### config.mk
export PLATFORM = sky130hd
export DESIGN_NAME = bcd_decade_ctr
export DESIGN_NICKNAME = d
export VERILOG_FILES = /design/src/rtl/bcd_ctr_pkg.sv /design/src/rtl/bcd_ctr_ctrl.sv /design/src/rtl/bcd_ctr_next.sv /design/src/rtl/bcd_ctr_state.sv /design/src/rtl/bcd_ctr_term.sv /design/src/rtl/bcd_decade_ctr.sv
export SDC_FILE = /design/constraint.sdc
export NUM_CORES = 1
export LEC_CHECK = 0
export ABC_AREA = 1
export BUFFER_PORTS_ARGS = -buffer_cell sky130_fd_sc_hd__buf_2
export CORE_AREA = 2 2 39 41
export DETAILED_ROUTE_END_ITERATION = 10
export DIE_AREA = 0 0 41 43
export GPL_ROUTABILITY_DRIVEN = 1
export SLEW_MARGIN = 20
export SYNTH_ARGS = -nofsm -noshare
export SYNTH_HDL_FRONTEND = slang
export SYNTH_HIERARCHICAL = 1
export SYNTH_SLANG_ARGS = --single-unit
export TNS_END_PERCENT = 20
### constraint.sdc
create_clock -name clk_i -period 1 [get_ports clk_i]
set_input_delay 0.05 -clock clk_i [delete_from_list [all_inputs] [get_ports clk_i]]
set_output_delay 0.05 -clock clk_i [all_outputs]
set_load 0.03 [all_outputs]
### src/rtl/bcd_ctr_pkg.sv
package bcd_ctr_pkg;

  // Action selected for the digit register at the next rising edge
  typedef enum logic [1:0] {
    OP_HOLD = 2'd0,
    OP_STEP = 2'd1,
    OP_LOAD = 2'd2
  } ctr_op_e;

endpackage

### src/rtl/bcd_ctr_ctrl.sv
module bcd_ctr_ctrl
  import bcd_ctr_pkg::*;
(
  input  logic    load_n_i,
  input  logic    cnt_en_i,
  input  logic    chain_en_i,
  output ctr_op_e op_o
);

  // Load wins over both enables; stepping needs both enables high
  always_comb begin
    if (!load_n_i)                    op_o = OP_LOAD;
    else if (cnt_en_i && chain_en_i)  op_o = OP_STEP;
    else                              op_o = OP_HOLD;
  end

endmodule

### src/rtl/bcd_ctr_next.sv
module bcd_ctr_next
  import bcd_ctr_pkg::*;
#(
  parameter int DIG_W    = 4,
  parameter int LAST_VAL = 9
) (
  input  ctr_op_e            op_i,
  input  logic [DIG_W-1:0]   cur_i,
  input  logic [DIG_W-1:0]   din_i,
  output logic [DIG_W-1:0]   nxt_o
);

  localparam logic [DIG_W-1:0] LAST_V = DIG_W'(LAST_VAL);
  localparam logic [DIG_W-1:0] ONE_V  = DIG_W'(1);

  logic [DIG_W-1:0] stepped;

  // The wrap happens at the last decimal value. A code above it carries on
  // upward and wraps naturally at the top of the binary range.
  always_comb begin
    if (cur_i == LAST_V) stepped = '0;
    else                 stepped = cur_i + ONE_V;
  end

  always_comb begin
    unique case (op_i)
      OP_LOAD: nxt_o = din_i;
      OP_STEP: nxt_o = stepped;
      default: nxt_o = cur_i;
    endcase
  end

endmodule

### src/rtl/bcd_ctr_state.sv
module bcd_ctr_state #(
  parameter int DIG_W = 4
) (
  input  logic             clk_i,
  input  logic             clr_n_i,
  input  logic [DIG_W-1:0] nxt_i,
  output logic [DIG_W-1:0] cur_o
);

  always_ff @(posedge clk_i or negedge clr_n_i) begin
    if (!clr_n_i) cur_o <= '0;
    else          cur_o <= nxt_i;
  end

endmodule

### src/rtl/bcd_ctr_term.sv
module bcd_ctr_term #(
  parameter int DIG_W    = 4,
  parameter int LAST_VAL = 9
) (
  input  logic             chain_en_i,
  input  logic [DIG_W-1:0] cur_i,
  output logic             term_o
);

  localparam logic [DIG_W-1:0] LAST_V = DIG_W'(LAST_VAL);

  // Look-ahead flag: no register, so it follows the chain enable directly
  assign term_o = chain_en_i && (cur_i == LAST_V);

endmodule

### src/rtl/bcd_decade_ctr.sv
module bcd_decade_ctr
  import bcd_ctr_pkg::*;
#(
  parameter int DIG_W    = 4,
  parameter int LAST_VAL = 9
) (
  input  logic             clk_i,
  input  logic             clr_n_i,
  input  logic             load_n_i,
  input  logic [DIG_W-1:0] din_i,
  input  logic             cnt_en_i,
  input  logic             chain_en_i,
  output logic [DIG_W-1:0] count_o,
  output logic             term_o
);

  ctr_op_e          op;
  logic [DIG_W-1:0] nxt;
  logic [DIG_W-1:0] cur;

  bcd_ctr_ctrl u_ctrl (
    .load_n_i   (load_n_i),
    .cnt_en_i   (cnt_en_i),
    .chain_en_i (chain_en_i),
    .op_o       (op)
  );

  bcd_ctr_next #(.DIG_W(DIG_W), .LAST_VAL(LAST_VAL)) u_next (
    .op_i  (op),
    .cur_i (cur),
    .din_i (din_i),
    .nxt_o (nxt)
  );

  bcd_ctr_state #(.DIG_W(DIG_W)) u_state (
    .clk_i   (clk_i),
    .clr_n_i (clr_n_i),
    .nxt_i   (nxt),
    .cur_o   (cur)
  );

  bcd_ctr_term #(.DIG_W(DIG_W), .LAST_VAL(LAST_VAL)) u_term (
    .chain_en_i (chain_en_i),
    .cur_i      (cur),
    .term_o     (term_o)
  );

  assign count_o = cur;

endmodule

# [Word-level counts from Yosys, hierarchy flattened]
# Index checks and enable logic that the tools add are counted.
[classes] add_sub_neg=1 n_reduce_logical=3 n_eq_ne=3 muxes=4
[op_table] cell="one-hot mux 4 bit (2 select lines)" count=1
[op_table] cell="adder 4 x 1 -> 4 bit, second input constant" count=1
[op_table] cell="equality test 4 bit, second input constant" count=1
[op_table] cell="two-way mux 4 bit" count=1
[op_table] cell="equality test 2 x 1 -> 1 bit, second input constant" count=1
[op_table] cell="equality test 2 bit, second input constant" count=1
[op_table] cell="logical AND 1 bit" count=2
[op_table] cell="two-way mux 2 bit" count=1
[op_table] cell="nonzero test 2 bit" count=1
[op_table] cell="two-way mux 1 bit" count=1
[word_totals] inputBits=9 output_inout_bits=5 ff_bits=4

# [Logic depth before layout (Yosys ltp)]
[logic_depth] word_depth=5 ltp_mapped=7

# [Cells and area by module]
# Netlist, hierarchy kept.
[modules_own_cells] module="bcd_ctr_next" instances=1 area_per_inst_um2=206.4 seq_area_each_um2=0.0 cells_each=36
[modules_own_cells] module="bcd_ctr_state" instances=1 area_per_inst_um2=100.1 seq_area_each_um2=100.1 cells_each=4
[modules_own_cells] module="bcd_ctr_term" instances=1 area_per_inst_um2=27.5 seq_area_each_um2=0.0 cells_each=5
[modules_own_cells] module="bcd_ctr_ctrl" instances=1 area_per_inst_um2=13.8 seq_area_each_um2=0.0 cells_each=3

# [Worst setup path after synthesis]
# No wires, ideal clock.
[synth_path] path_type="register to register" startpoint="register u_state.cur_o[1]" endpoint="register u_state.cur_o[0]" path_buffers=0 synth_period_minus_slack_ns=1.307 slack_ns=-0.307 required_time_ns=0.927 path_stages_with_launch=8 t_arrival_ns=1.234 path_cell_list="dfrtp_1 -> inv_1 -> ha_1 -> nand2_1 -> nor2_1 -> nor2_2 -> nand2_1 -> a21oi_2"
[synth_via] elab_chain_cells=3
[synth_lines] element="start, declared" line_no="bcd_ctr_state.sv:7" rtl="output logic [DIG_W-1:0] cur_o"
[synth_lines] element="start signal, assigned" line_no="bcd_ctr_state.sv:12" rtl="else cur_o <= nxt_i;"
[synth_lines] element="equality test 4 bit" line_no="bcd_ctr_next.sv:21" rtl="if (cur_i == LAST_V) stepped = '0;"
[synth_lines] element="two-way mux 4 bit" line_no="bcd_ctr_next.sv:21"
[synth_lines] element="one-hot mux 4 bit (2 select lines)" line_no="bcd_ctr_next.sv:26" rtl="unique case (op_i)"
[synth_lines] element="named net nxt[0]" line_no="bcd_decade_ctr.sv:18" rtl="logic [DIG_W-1:0] nxt;"
# The timed path passes the listed nets, and every way through them passes these cells.
# A chain may end at the register's enable or synchronous reset.

# [Worst setup path after layout]
[layout_path] startpoint="register u_state.cur_o[0]" endpoint="register u_state.cur_o[2]"
[layout_via] elab_chain_cells=3 word_cells_on_any_way=4
[layout_lines] element="adder 4 x 1 -> 4 bit or equality test 4 bit (tied branches)" line_no="bcd_ctr_next.sv:22, bcd_ctr_next.sv:21"
[layout_lines] element="two-way mux 4 bit *" line_no="bcd_ctr_next.sv:21"
[layout_lines] element="one-hot mux 4 bit (2 select lines) *" line_no="bcd_ctr_next.sv:26"
[layout_lines] element="named net nxt[2]" line_no="bcd_decade_ctr.sv:18"
# Mark *: on every way through the listed nets, which the timed path passes. The rest lies on a longest branch.

==> results.md <==
* Failing checks: setup timing
* Routed len/inst at 9.07 um
* Max Clock Skew at a little over 0.005 ns
* H-Tree Depth at 1
* Via count at 380
* Slew @ Worst Pin at 0.198 ns
* Rows at 14
* Synthesized area at 348 um^2
* Power Density at 1400 nW/um^2
* Port Buffer Count at 13
* Fin util at about two fifths
* Fillcell total at approximately 150
* Slowest-stage cell, CP: dfrtp_2
* Rel. slew slack at between 80 and 90%
* Required time of the critical path at around 1.2 ns
* Max_cap viols at 0
* IO Count at 14
* Layout cell share with drive strength beyond 1 at between 50% and 60%
* Hold Vio Cnt, Final at 0
* Largest regs: u_state/cur_o x4
* Largest stage delay on the critical path at 0.42 ns
* Total area of sequential cells at between 100 and 150 um^2
* Final setup vio count at 7
* Place WS at -0.149 ns
* Hold_sp: din_i[0]
* Area grow syn2layout at 64.4%
* Synth top area share at between 20 and 30%
* Design Power at 0.802 mW
* Crit path launch type: flip-flop
* R2R cell count at 6
* GRT overflow at 0
* Antenna violations before repair at 0
* Height of the die at 43 um
* Reg-to-reg startpoint: u_state/cur_o[0]
* Dpl cells at 83
* Pin count of the biggest net entering global routing at 8
* Dominant cell type by area after synthesis: dfrtp_1
* Crit path top cell by count: nand2_1
* Clk sinks at 4
* Diodes inserted at 0
* Total Wirelength at about 820 um
* ANT nets after route at 0
* Peak VDD IR at 0.580 mV
* Skew-Pair Late Insertion Delay at 0.24 ns
* Top cells by area, synth: dfrtp_1 (29%), ha_1 (14%), inv_1 (11%), a21oi_2 (10%), nand2_1 (9.7%)
* TritonCTS Buffers at 3
* CTS root buf: clkbuf_4
* RR Endpoint: u_state/cur_o[2]
* Syn Nets at 61
* Die ar. at around 1800 um^2
* Max-slew violation count at 0
* Initial Utilization at 25.1%
* RePlAce Congestion at a little over 0.8
* Area of the multi-input gates at around 210 um^2
* First-pass GRT wire length at 1320 um
* Outcome: finished, violations left
* CP endpoint kind: flip-flop
* Iter 0 DRT Violations at 4
* # DRC at 0
* CP max FO at 4
* Max reg flops at 4
* Vias in the first global route at about 350
* CTS tree: done
* Synth Register Bits at 4
* Drt pass-1 iters at 4
* Register area share after synthesis at 28.8%
* Layout Nets at 88
* Clk pin slew, worst setup/hold paths at 0.04 ns
* CP top delay family: flip-flops
* Crit path cell chain: ha_2 -> nand2_1 -> nor2_1 -> nor2_2 -> nand2_1 -> a21oi_2
* Via/cell ratio at about 4.2
* Fmax at 0.878 GHz
* Crit path buf inv count at 0
* Core Area at 1380 um^2
* Hold Crit Endpoint: u_state/cur_o[0]
* Syn Inst Count at 48
* Non-Filler Instances at 90
* Largest Register: u_state/cur_o
* Final worst path period need at 1.14 ns
* Dpl hpwl at 631 um
* Hold-critical path depth at 3
* Synth Area per Inst at 7.25 um^2
* CTS Buffer Depth at 2
* RSZ-0062 raised after global routing: yes
* Die Span X at 41 um
* Post-synth cell types at 13
* WS Path Type: reg2reg
* CP startpoint: u_state/cur_o[0]
* CP arrival at 1.30 ns
* Final setup margin at -0.138 ns
* Total track usage at 11.9%
* Yosys warnings at 6
* Reg2Reg Setup Slack at -0.14 ns
* Worst hold path type: in2reg
* Final setup TNS at -0.770 ns
* Fin crit share at 114%
* Cell leakage power at 0.293 nW
-- final cells by class --
cell class / instances / area share, %
multi-input cells: 33 / 37.0
repair buffers: 22 / 29.3
well taps: 16 / 3.50
inverters: 11 / 7.22
flip-flops and latches: 4 / 18.4
clock buffers: 4 / 4.60
-- layout by cell type (no fill, tap or decap) --
cell           n
nand3_1        1
nand3_2        1
a21oi_1        4
nor2_1         5
dlygate4sd3_1  1
dfrtp_2        4
nand2_2        1
inv_2          2
buf_2          9
xor2_1         1
ha_2           1
a21oi_2        4
nand2_1        8
buf_4          6
nand4_1        1
buf_6          6
clkbuf_1       1
inv_1          9
nor2_2         3
clkbuf_4       3
ha_1           3
-- cells by family after synthesis --
kind of cell | share of synthesized area, %
compound gates | 15.8
xor+xnor | 2.52
fa+ha+maj | 14.4
buf+inv | 11.9
flops | 28.8
simple gates | 26.6
-- worst reg2reg max path, cell delays in order (launching register included) --
cell and delay (ns):
dfrtp_2 0.42, ha_2 0.18, nand2_1 0.06, nor2_1 0.05
nor2_2 0.14, nand2_1 0.09, a21oi_2 0.12
-- routing by layer --
metal	global-route usage, %	part of all wire [%]
met1	15.0	45
met2	15.0	48
met3	1.57	4.2
met4	14.0	2.3
met5	0	0
-- worst max-delay path by stage --
stage / end / slack (ns) / depth (start not counted)
floorplan: u_state/cur_o[0] / -0.20 / 6
global placement: u_state/cur_o[0] / -0.13 / 6
detailed placement: u_state/cur_o[1] / -0.15 / 6
CTS: term_o / -0.16 / 5
global route: term_o / -0.19 / 5
finish: u_state/cur_o[2] / -0.14 / 6
-- timing repair --
action | CTS | global route
setup buffers | 2 | 0
hold endpoints to repair | 4 | 0
endpoints found under the setup margin | 9 | 8
hold buffers | 1 | 0
gates resized for setup | 10 | 5
pin swaps | 1 | 2
-- per-stage QoR --
stage / hold slack (ns) / area (um^2)
floorplan: -0.246 / 350
global placement: -0.141 / 480
detailed placement: -0.139 / 480
CTS: 0.122 / 561
global route: 0.142 / 572
finish: 0.134 / 572
-- cells in the mapped netlist --
master   instances
nand2_1          9
nor2_1           5
a21oi_1          4
dfrtp_1          4
xor2_1           1
nand3_2          1
inv_1           10
nand3_1          1
ha_1             4
a21oi_2          4
nand4_1          1
nor2_2           3
inv_2            1
-- where the power goes --
part           switching, mW  internal, mW  total (mW)
clock network         0.0687         0.150       0.219
registers             0.0375         0.193       0.230
logic                  0.185         0.169       0.354
total                  0.291         0.511       0.802
Power figures use the tool's default switching activity.
